## src/rtl/rg_pkg.sv

```systemverilog
package rg_pkg;
  localparam int STATE_W = 2;
  localparam logic [STATE_W-1:0] ST_IDLE = 2'b00;
  localparam logic [STATE_W-1:0] ST_MID  = 2'b01;
  localparam logic [STATE_W-1:0] ST_GNT  = 2'b10;
  localparam logic [STATE_W-1:0] ST_BAD  = 2'b11;
endpackage

```

## src/rtl/rg_next_state.sv

```systemverilog
module rg_next_state
  import rg_pkg::*;
(
  input  logic [STATE_W-1:0] cur,
  input  logic               adv,
  output logic [STATE_W-1:0] nxt
);
  always_comb begin
    nxt = cur;
    case (cur)
      ST_IDLE: nxt = adv ? ST_MID  : ST_IDLE;
      ST_MID:  nxt = adv ? ST_GNT  : ST_MID;
      ST_GNT:  nxt = adv ? ST_IDLE : ST_GNT;
      default: nxt = ST_IDLE;  // recovery from the unused code
    endcase
  end
endmodule

```

## src/rtl/rg_scan_cell.sv

```systemverilog
module rg_scan_cell #(
  parameter logic RST_VAL = 1'b0
) (
  input  logic clk,
  input  logic rst,
  input  logic se,
  input  logic si,
  input  logic d,
  output logic q
);
  always_ff @(posedge clk) begin
    if (rst)     q <= RST_VAL;
    else if (se) q <= si;
    else         q <= d;
  end
endmodule

```

## src/rtl/rg_decode.sv

```systemverilog
module rg_decode
  import rg_pkg::*;
(
  input  logic [STATE_W-1:0] state,
  output logic               grant,
  output logic [STATE_W-1:0] obs
);
  assign grant = (state == ST_GNT);
  assign obs   = state;
endmodule

```

## src/rtl/rotgrant_scan_fsm.sv

```systemverilog
module rotgrant_scan_fsm
  import rg_pkg::*;
(
  input  logic               clk,
  input  logic               rst,
  input  logic               adv,
  input  logic               scan_en,
  input  logic               scan_in,
  output logic               scan_out,
  output logic               grant,
  output logic [STATE_W-1:0] state_obs
);
  localparam int LAST = STATE_W - 1;

  logic [STATE_W-1:0] state_q;
  logic [STATE_W-1:0] state_d;

  rg_next_state u_next (.cur(state_q), .adv(adv), .nxt(state_d));

  genvar gi;
  generate
    for (gi = 0; gi < STATE_W; gi++) begin : g_chain
      logic link_in;
      if (gi == 0) begin : g_head
        assign link_in = scan_in;
      end else begin : g_body
        assign link_in = state_q[gi-1];
      end
      rg_scan_cell #(.RST_VAL(ST_IDLE[gi])) u_cell (
        .clk(clk), .rst(rst), .se(scan_en), .si(link_in),
        .d(state_d[gi]), .q(state_q[gi])
      );
    end
  endgenerate

  assign scan_out = state_q[LAST];

  rg_decode u_dec (.state(state_q), .grant(grant), .obs(state_obs));

  AST_RESET_IDLE: assert property (@(posedge clk) rst |=> state_obs == ST_IDLE);
  AST_RESET_WINS: assert property (@(posedge clk) (rst && scan_en) |=> !grant);
  AST_STEP_IDLE: assert property (@(posedge clk) disable iff (rst)
    (!scan_en && adv && state_obs == ST_IDLE) |=> state_obs == ST_MID);
  AST_HOLD_LEGAL: assert property (@(posedge clk) disable iff (rst)
    (!scan_en && !adv && state_obs != ST_BAD) |=> $stable(state_obs));
  AST_RECOVER: assert property (@(posedge clk) disable iff (rst)
    (!scan_en && state_obs == ST_BAD) |=> state_obs == ST_IDLE);
  AST_GRANT_NEXT: assert property (@(posedge clk) disable iff (rst)
    (!scan_en && adv && state_obs == ST_MID) |=> grant);
  AST_SHIFT_HEAD: assert property (@(posedge clk) disable iff (rst)
    scan_en |=> state_obs[0] == $past(scan_in));
  AST_SHIFT_TAIL: assert property (@(posedge clk) disable iff (rst)
    scan_en |=> scan_out == $past(state_obs[0]));
endmodule

```

## config.mk

```make
export PLATFORM = sky130hd
export DESIGN_NAME = rotgrant_scan_fsm
export DESIGN_NICKNAME = d
export VERILOG_FILES = /design/src/rtl/rg_pkg.sv /design/src/rtl/rg_next_state.sv /design/src/rtl/rg_scan_cell.sv /design/src/rtl/rg_decode.sv /design/src/rtl/rotgrant_scan_fsm.sv
export SDC_FILE = /design/constraint.sdc
export NUM_CORES = 1
export LEC_CHECK = 0
export BUFFER_PORTS_ARGS = -buffer_cell sky130_fd_sc_hd__buf_2
export CORE_AREA = 2 2 39 41
export CTS_CLUSTER_DIAMETER = 120
export DETAILED_ROUTE_END_ITERATION = 16
export DIE_AREA = 0 0 41 43
export SYNTH_ARGS = -nofsm -noshare
export SYNTH_HDL_FRONTEND = slang
export SYNTH_HIERARCHICAL = 1
export SYNTH_SLANG_ARGS = --single-unit
```

## constraint.sdc

```tcl
create_clock -name clk -period 1.4 [get_ports clk]
set_clock_uncertainty 0.1 [all_clocks]
set_input_delay 0.07 -clock clk [delete_from_list [all_inputs] [get_ports clk]]
set_output_delay 0.07 -clock clk [all_outputs]
set_load 0.01 [all_outputs]
```

==> results of run 1 <==
[final cells by class]
type | count | area (sq um) | share of cell area (%)
flip-flops and latches | 2 | 40.04 | 18.60
well taps | 16 | 20.02 | 9.302
multi-input cells | 10 | 72.57 | 33.72
clock buffers | 3 | 22.52 | 10.47
repair buffers | 10 | 60.06 | 27.91
[worst paths after layout]
check / slack, ns / to / cells past startpoint / startpoint
min reg2reg: 0.54 / g_chain[1].u_cell/q / 2 / g_chain[0].u_cell/q
min: 0.04 / g_chain[0].u_cell/q / 3 / scan_en
max: 0.33 / grant / 2 / g_chain[1].u_cell/q
max reg2reg: 0.34 / g_chain[0].u_cell/q / 4 / g_chain[0].u_cell/q
[metal layers]
| metal | up-vias | wire (um) | track usage, % |
|---|---|---|---|
| met1 | 46 | 129 | 3.503 |
| met4 | 0 | 0 | 8.000 |
| met2 | 7 | 133 | 4.375 |
| met5 | - | 0 | 0 |
| li1 | 66 | - | - |
| met3 | 0 | 52 | 2.094 |
[logic make-up after synthesis]
kind of cell           count (synthesis)
flip-flops                             2
buffers and inverters                  2
AND/OR/NAND/NOR                        6
AO/OA/AOI/OAI                          1
XOR/XNOR                               1
multiplexers                           2
[synth_stat cells]
cell type  n  area, sq um
buf_4      2        15.01
nor2_1     3        11.26
o21ai_0    1        5.000
nand2b_1   1        6.260
dfxtp_1    2        40.04
nand3b_1   1        7.510
nor2b_4    1        13.76
mux2i_1    2        20.02
xnor2_1    1        8.760
[through the flow]
stage                     power, mW  setup slack, ns  hold slack, ns  util (%)
after floorplan             0.09648           0.4197         0.04238         -
after global placement       0.1080           0.3693          0.1500     12.48
after detailed placement     0.1088           0.3577          0.1467     12.48
after CTS                    0.2487           0.2934         0.02737     15.55
after global routing         0.2501           0.2648         0.04472     15.55
final                        0.2377           0.3269         0.04196     15.55
[worst reg2reg max path, delay by kind of cell (launching register included)]
kind / cells / cell delay (ns)
multiplexers: 1 / 0.13
flip-flops: 1 / 0.46
XOR/XNOR: 1 / 0.16
AND/OR/NAND/NOR: 2 / 0.11
[power by group]
part | internal, mW | switching [mW]
Clock | 0.0944 | 0.0311
Sequential | 0.0620 | 0.00813
Combinational | 0.0245 | 0.0175
Total | 0.181 | 0.0568
==> metrics.txt, run 1 <==
status=complete, no violations; peak supply drop=0.3193 mV; overall global routing resource usage=4.104%; routability cong.=0.5370; Max Fclk=0.9319 GHz; core area=1384 sq um; global-route wire length before repair=414 um; Final Critical Period=1.073 ns; cell area after placement=172.7 sq um; largest net degree at the start of global routing=7; RSZ-0062 raised after global routing=no; via count=119; #FFs+latches synth=2; commonest non-fill, non-tap cells in the layout=buf_2 (8), clkbuf_4 (3), nor2_1 (3); synthesized area=127.6 sq um; Post-Synth Simple-Gate Area=30.39%; Starting Density=9.222%; crit-path cells=nor2b_4, buf_2; sequential fraction of the synthesis area=31.37%; Largest register FFs=2; Worst path max stage delay=0.40 ns; Pre-antenna DRT Iters=2; Worst Path Arrival=0.90 ns; Final TNS setup=0 ns; commonest non-fill, non-tap cell in the layout=buf_2; vias per std cell=2.902; critical path class=reg -> out; period utilisation layout=76.65%; Final Hold Viols=0; max_slew headroom=82.40%; XOR/XNOR Fraction of Synth Area=6.863%; Max Slew Vio Count=0; Antenna diodes=0; Worst-path clk slew=0.03 ns; initial antenna violation count=0; fraction of layout cells with a size suffix above 1=48.00%; Final setup violation count=0; cts repair resizes=0; fin cells=41; initial DRC count=4; crit end category=output pin; post-synthesis compound-gate area fraction=3.922%; die width=41 um; Mean Syn Cell Area=9.116 sq um; Worst Tran Pin Value=0.2637 ns; Gate Count Post-Synth=14; WL final=315 um; die area=1763 sq um; power per standard cell area=1105 nW/um^2; CTS max path bufs=2; largest family of logic cells by synthesized area=simple AND/OR/NAND/NOR gates; CP delay by family, top=flip-flops; clock root buffer=clkbuf_4; yosys warns=6; MaxCap Viol Count=0; Inst Count DP=36; filler cell count=158; Post-Synth Adder-Cell Area=0%; # rows=14; CTS buffer count=3; number of global-route vias before repair=124; design area=215.2 sq um; drt drc=0; leakage=0.1029 nW; grt total ovfl=0; Detailed Place HPWL=226.2 um; buffers added on ports=8; HP Class=in -> reg; WP buf/inv=1; mux contribution to synthesized area=15.69%; largest fanout on the critical path=6; Required @ worst endpoint=1.23 ns; register bank with the most flops=g_chain.u_cell/q; post-CTS setup buffers=0; critical path launch point type=flip-flop; slowest cell on the critical path=dfxtp_1; P&R area growth vs syn=68.63%; H-tree depth=1; biggest regs=g_chain.u_cell/q (2); CTS tree=built; Die Ht=43 um; worst skew pair latency=0.22 ns; Yosys cell types=9; hold buffers post-CTS=2; routed len/inst=7.683 um; IO Pins=9; Post-DRT Antenna Nets=0; Final nets=32; Synth Net Count=19; CTS Sinks=2
Note: power is estimated with default switching activity, not from simulation.
==> inputs of run 2 (changes only) <==
clock period = 1.05 ns   (was 1.4 ns; I/O delays follow)
==> run 2 against run 1 <==
Clock-buffer cell count stayed put. Setup slack worse by 0.31 ns. Critical endpoint unchanged. Die area stayed put.
==> metrics.txt, run 2 (synthesis results as in run 1) <==
number of global-route vias before repair=164; worst reg2reg path startpoint=g_chain[0].u_cell/q; power share of the combinational group=28.7%; Final Hold Viols=0; Largest register FFs=2; Clk pwr share=46.5%; H-tree depth=1; critical path launch point type=flip-flop; NetSw=0.08448 mW; period utilisation layout=98.66%; R2R setup slack=0.03 ns; die area=1763 sq um; via count=146; CTS max path bufs=2; Final Critical Period=1.036 ns; CP delay by family, top=flip-flops; initial DRC count=3; Max Fclk=0.9653 GHz; cell area after placement=187.7 sq um; Worst-path clk slew=0.03 ns; Starting Density=9.222%; Worst path max stage delay=0.31 ns; CTS buffer count=3; hold depth=3; filler cell count=160; Post-DRT Antenna Nets=0; Switching Fraction=23.38%; largest net degree at the start of global routing=5; HP Start=scan_en; # rows=14; Worst Path Arrival=0.88 ns; max_slew headroom=91.42%; total chip power=0.3614 mW; RSZ-0062 raised after global routing=yes; multi-input combinational cell area=80.08 sq um; CTS tree=built; critical path class=reg -> out; biggest regs=g_chain.u_cell/q (2); P&R area growth vs syn=123.5%; DP Worst Slack=0.09184 ns; grt total ovfl=0; Final setup violation count=0; core area=1384 sq um; fin util=20.61%; hold endpoint=g_chain[1].u_cell/q; Hold WS=0.01814 ns; Required @ worst endpoint=0.90 ns; fraction of layout cells with a size suffix above 1=66.67%; power per standard cell area=1267 nW/um^2; die width=41 um; buffers added on ports=8; HP Class=in -> reg; WP buf/inv=2; design area=285.3 sq um; overall global routing resource usage=5.706%; Worst Tran Pin Value=0.1252 ns; commonest non-fill, non-tap cells in the layout=buf_2 (7), clkbuf_4 (3), nor2_1 (3), buf_4 (3); P_int=0.2769 mW; Final WS setup=0.01409 ns; clock root buffer=clkbuf_4; worst skew pair latency=0.22 ns; routed len/inst=7.565 um; Antenna diodes=0; Max Slew Vio Count=0; Die Ht=43 um; status=complete, no violations; MaxCap Viol Count=0; WL final=348 um; FF-to-FF path depth=5; part of the power in registers=24.8%; leakage=0.1405 nW; terminus of the critical flop-to-flop path=g_chain[0].u_cell/q; CTS Sinks=2; register bank with the most flops=g_chain.u_cell/q; commonest non-fill, non-tap cell in the layout=buf_2; drt drc=0; crit-path cells=buf_4, nor2b_4, buf_6; largest fanout on the critical path=3; slowest cell on the critical path=dfxtp_2; sequential cell area=42.54 sq um; peak supply drop=0.4938 mV; global-route wire length before repair=586 um; initial antenna violation count=0; crit end category=output pin; IO Pins=9; Pre-antenna DRT Iters=2; vias per std cell=3.174; Final nets=37; routability cong.=0.5862
==> run 2: changes by cell type in the layout (fill, tap and decap cells not counted) <==
cell / previous run / this run
o21ai_1: 0 / 1
xnor2_1: 1 / 0
buf_2: 8 / 7
buf_6: 0 / 2
buf_12: 0 / 1
buf_4: 0 / 3
o21ai_0: 1 / 0
dfxtp_2: 0 / 2
dfxtp_1: 2 / 0
xnor2_2: 0 / 1
==> run 2: layer usage <==
layer  part of all wire [%]  vias up  wire [um]  track usage (%)
met1                     40       62        140            4.777
met5                      0        -          0                0
met3                     12        0         42            3.665
met2                     47        7        165            7.187
met4                      0        0          0            8.000
li1                       -       77          -                -
==> run 2: how the worst max path moves through the flow <==
stage,start,to,cells past startpoint
after floorplan,g_chain[1].u_cell/q,g_chain[1].u_cell/q,4
after global placement,g_chain[0].u_cell/q,g_chain[0].u_cell/q,4
after detailed placement,g_chain[0].u_cell/q,g_chain[0].u_cell/q,4
after CTS,g_chain[1].u_cell/q,grant,3
after global routing,g_chain[1].u_cell/q,g_chain[1].u_cell/q,5
final,g_chain[1].u_cell/q,grant,3
==> run 2: cell type report <==
class,instances,share of cell area (%)
Clock buffer,3,7.895
Timing Repair Buffer,15,42.11
Multi-Input combinational cell,10,28.07
Sequential cell,2,14.91
Tap cell,16,7.018
==> run 2: per-stage QoR <==
step | TNS, ns | cells
final | 0 | 46
after global routing | -0.08944 | 46
after CTS | 0 | 46
after detailed placement | 0 | 38
after global placement | 0 | 38
after floorplan | 0 | 14
==> run 2: power by group through the flow <==
| stage | registers, mW | clock network (mW) | logic, mW |
|---|---|---|---|
| floorplan | 0.0938 | 0 | 0.0349 |
| global placement | 0.0898 | 0 | 0.0623 |
| detailed placement | 0.0905 | 0 | 0.0621 |
| CTS | 0.0894 | 0.182 | 0.0986 |
| global route | 0.0904 | 0.190 | 0.113 |
| finish | 0.0898 | 0.168 | 0.104 |
==> run 2: what timing repair did <==
action / CTS / global route
hold buffers: 2 / 0
pin swaps: 0 / 0
hold endpoints to repair: 2 / 0
endpoints found under the setup margin: 2 / 3
gates resized for setup: 4 / 2
setup buffers: 3 / 0
==> run 2: worst min-delay path: cells and delay by family <==
family,cells,cell delay [ns]
muxes,1,0.07
buffers and inverters,1,0.10
and+or+nand+nor,1,0.07
==> inputs of run 3 (changes only) <==
clock period = 1.1 ns   (was 1.05 ns; I/O delays follow)
==> run 3 against run 2 <==
Clock-buffer cell count unchanged. Global-route usage fell by 0.90 points. Clock power shrank 3%. Die area did not move. Critical path type unchanged. Highest routed layer unchanged.
==> metrics.txt, run 3 (synthesis results as in run 1) <==
status=complete, no violations; power per standard cell area=1294 nW/um^2; crit end category=output pin; max_slew headroom=90.40%; Final Hold Viols=0; DP Worst Slack=0.1404 ns; sequential cell area=42.54 sq um; CTS max path bufs=2; filler cell count=158; commonest non-fill, non-tap cell in the layout=buf_2; worst skew pair latency=0.22 ns; largest fanout on the critical path=4; fraction of layout cells with a size suffix above 1=60.71%; global-route wire length before repair=476 um; grt total ovfl=0; Largest register FFs=2; Worst-path clk slew=0.03 ns; fin util=17.81%; commonest non-fill, non-tap cells in the layout=buf_2 (7), clkbuf_4 (3), nor2_1 (3), buf_4 (3); die width=41 um; drt drc=0; Final nets=35; MaxCap Viol Count=0; H-tree depth=1; RSZ-0062 raised after global routing=no; Starting Density=9.222%; Pre-antenna DRT Iters=2; Final setup violation count=0; clock root buffer=clkbuf_4; CTS Sinks=2; core area=1384 sq um; IO Pins=9; biggest regs=g_chain.u_cell/q (2); buffers added on ports=8; critical path class=reg -> out; Required @ worst endpoint=0.94 ns; largest net degree at the start of global routing=6; HP Class=in -> reg; Final WS setup=0.04642 ns; initial antenna violation count=0; Post-DRT Antenna Nets=0; routability cong.=0.5759; Worst Tran Pin Value=0.1400 ns; number of global-route vias before repair=126; Final Critical Period=1.054 ns; overall global routing resource usage=4.805%; P&R area growth vs syn=93.14%; leakage=0.1202 nW; Max Slew Vio Count=0; peak supply drop=0.4365 mV; routed len/inst=6.977 um; total chip power=0.3190 mW; period utilisation layout=95.78%; # rows=14; WL final=307 um; CTS buffer count=3; vias per std cell=3.045; Worst Path Arrival=0.90 ns; register bank with the most flops=g_chain.u_cell/q; Max Fclk=0.9491 GHz; Final TNS setup=0 ns; CTS tree=built; critical path launch point type=flip-flop; via count=134; multi-input combinational cell area=72.57 sq um; die area=1763 sq um; Antenna diodes=0; Die Ht=43 um; Hold WS=0.01810 ns; initial DRC count=2
## run 3: cell count changes in the layout (fill, tap and decap cells not counted)
cell     change
buf_12       -1
o21ai_0      +1
buf_6        -1
xnor2_1      +1
o21ai_1      -1
xnor2_2      -1
## run 3: worst paths after layout
kind | start | endpoint | slack, ns | depth (start not counted)
worst max register to register | g_chain[1].u_cell/q | g_chain[1].u_cell/q | 0.18 | 4
worst min-delay path | scan_en | g_chain[0].u_cell/q | 0.02 | 3
worst max-delay path | g_chain[1].u_cell/q | grant | 0.05 | 3
worst min register to register | g_chain[0].u_cell/q | g_chain[1].u_cell/q | 0.45 | 2
## run 3: worst max-delay path, stage by stage, from the launching register on
cell and delay (ns):
dfxtp_2 0.32, buf_4 0.13, nor2b_4 0.12, buf_6 0.11
## run 3: stage by stage
step	cells	area (sq um)
after floorplan	14	127.6
after global placement	38	187.7
after detailed placement	38	187.7
after CTS	43	232.7
after global routing	44	246.5
final	44	246.5
## run 3: where the power goes
part	internal (mW)	total [mW]	leakage [nW]	switching, mW
Clock	0.120	0.163	0.0138	0.0422
Sequential	0.0802	0.0867	0.0172	0.00648
Combinational	0.0428	0.0697	0.0892	0.0268
Total	0.243	0.319	0.120	0.0755
## run 3: area by class of cell
cell class	count	area share [%]
sequential	2	17.26
tap	16	8.122
clock buffer	3	9.137
timing repair buffer	13	36.04
multi-input combinational	10	29.44
## run 3: repair_timing
action	CTS	global route
pin swaps	0	0
buffers inserted	0	1
setup endpoints to repair	1	1
resized for setup	2	1
hold buffers	2	0
hold endpoints to repair	2	0
## run 3: routing by layer
layer  global-route usage (%)  up-vias  part of all wire [%]
li1                         -       73                     -
met1                    4.140       54                    43
met2                    5.000        7                    42
met3                    3.665        0                    14
met4                    8.000        0                     0
met5                        0        -                     0
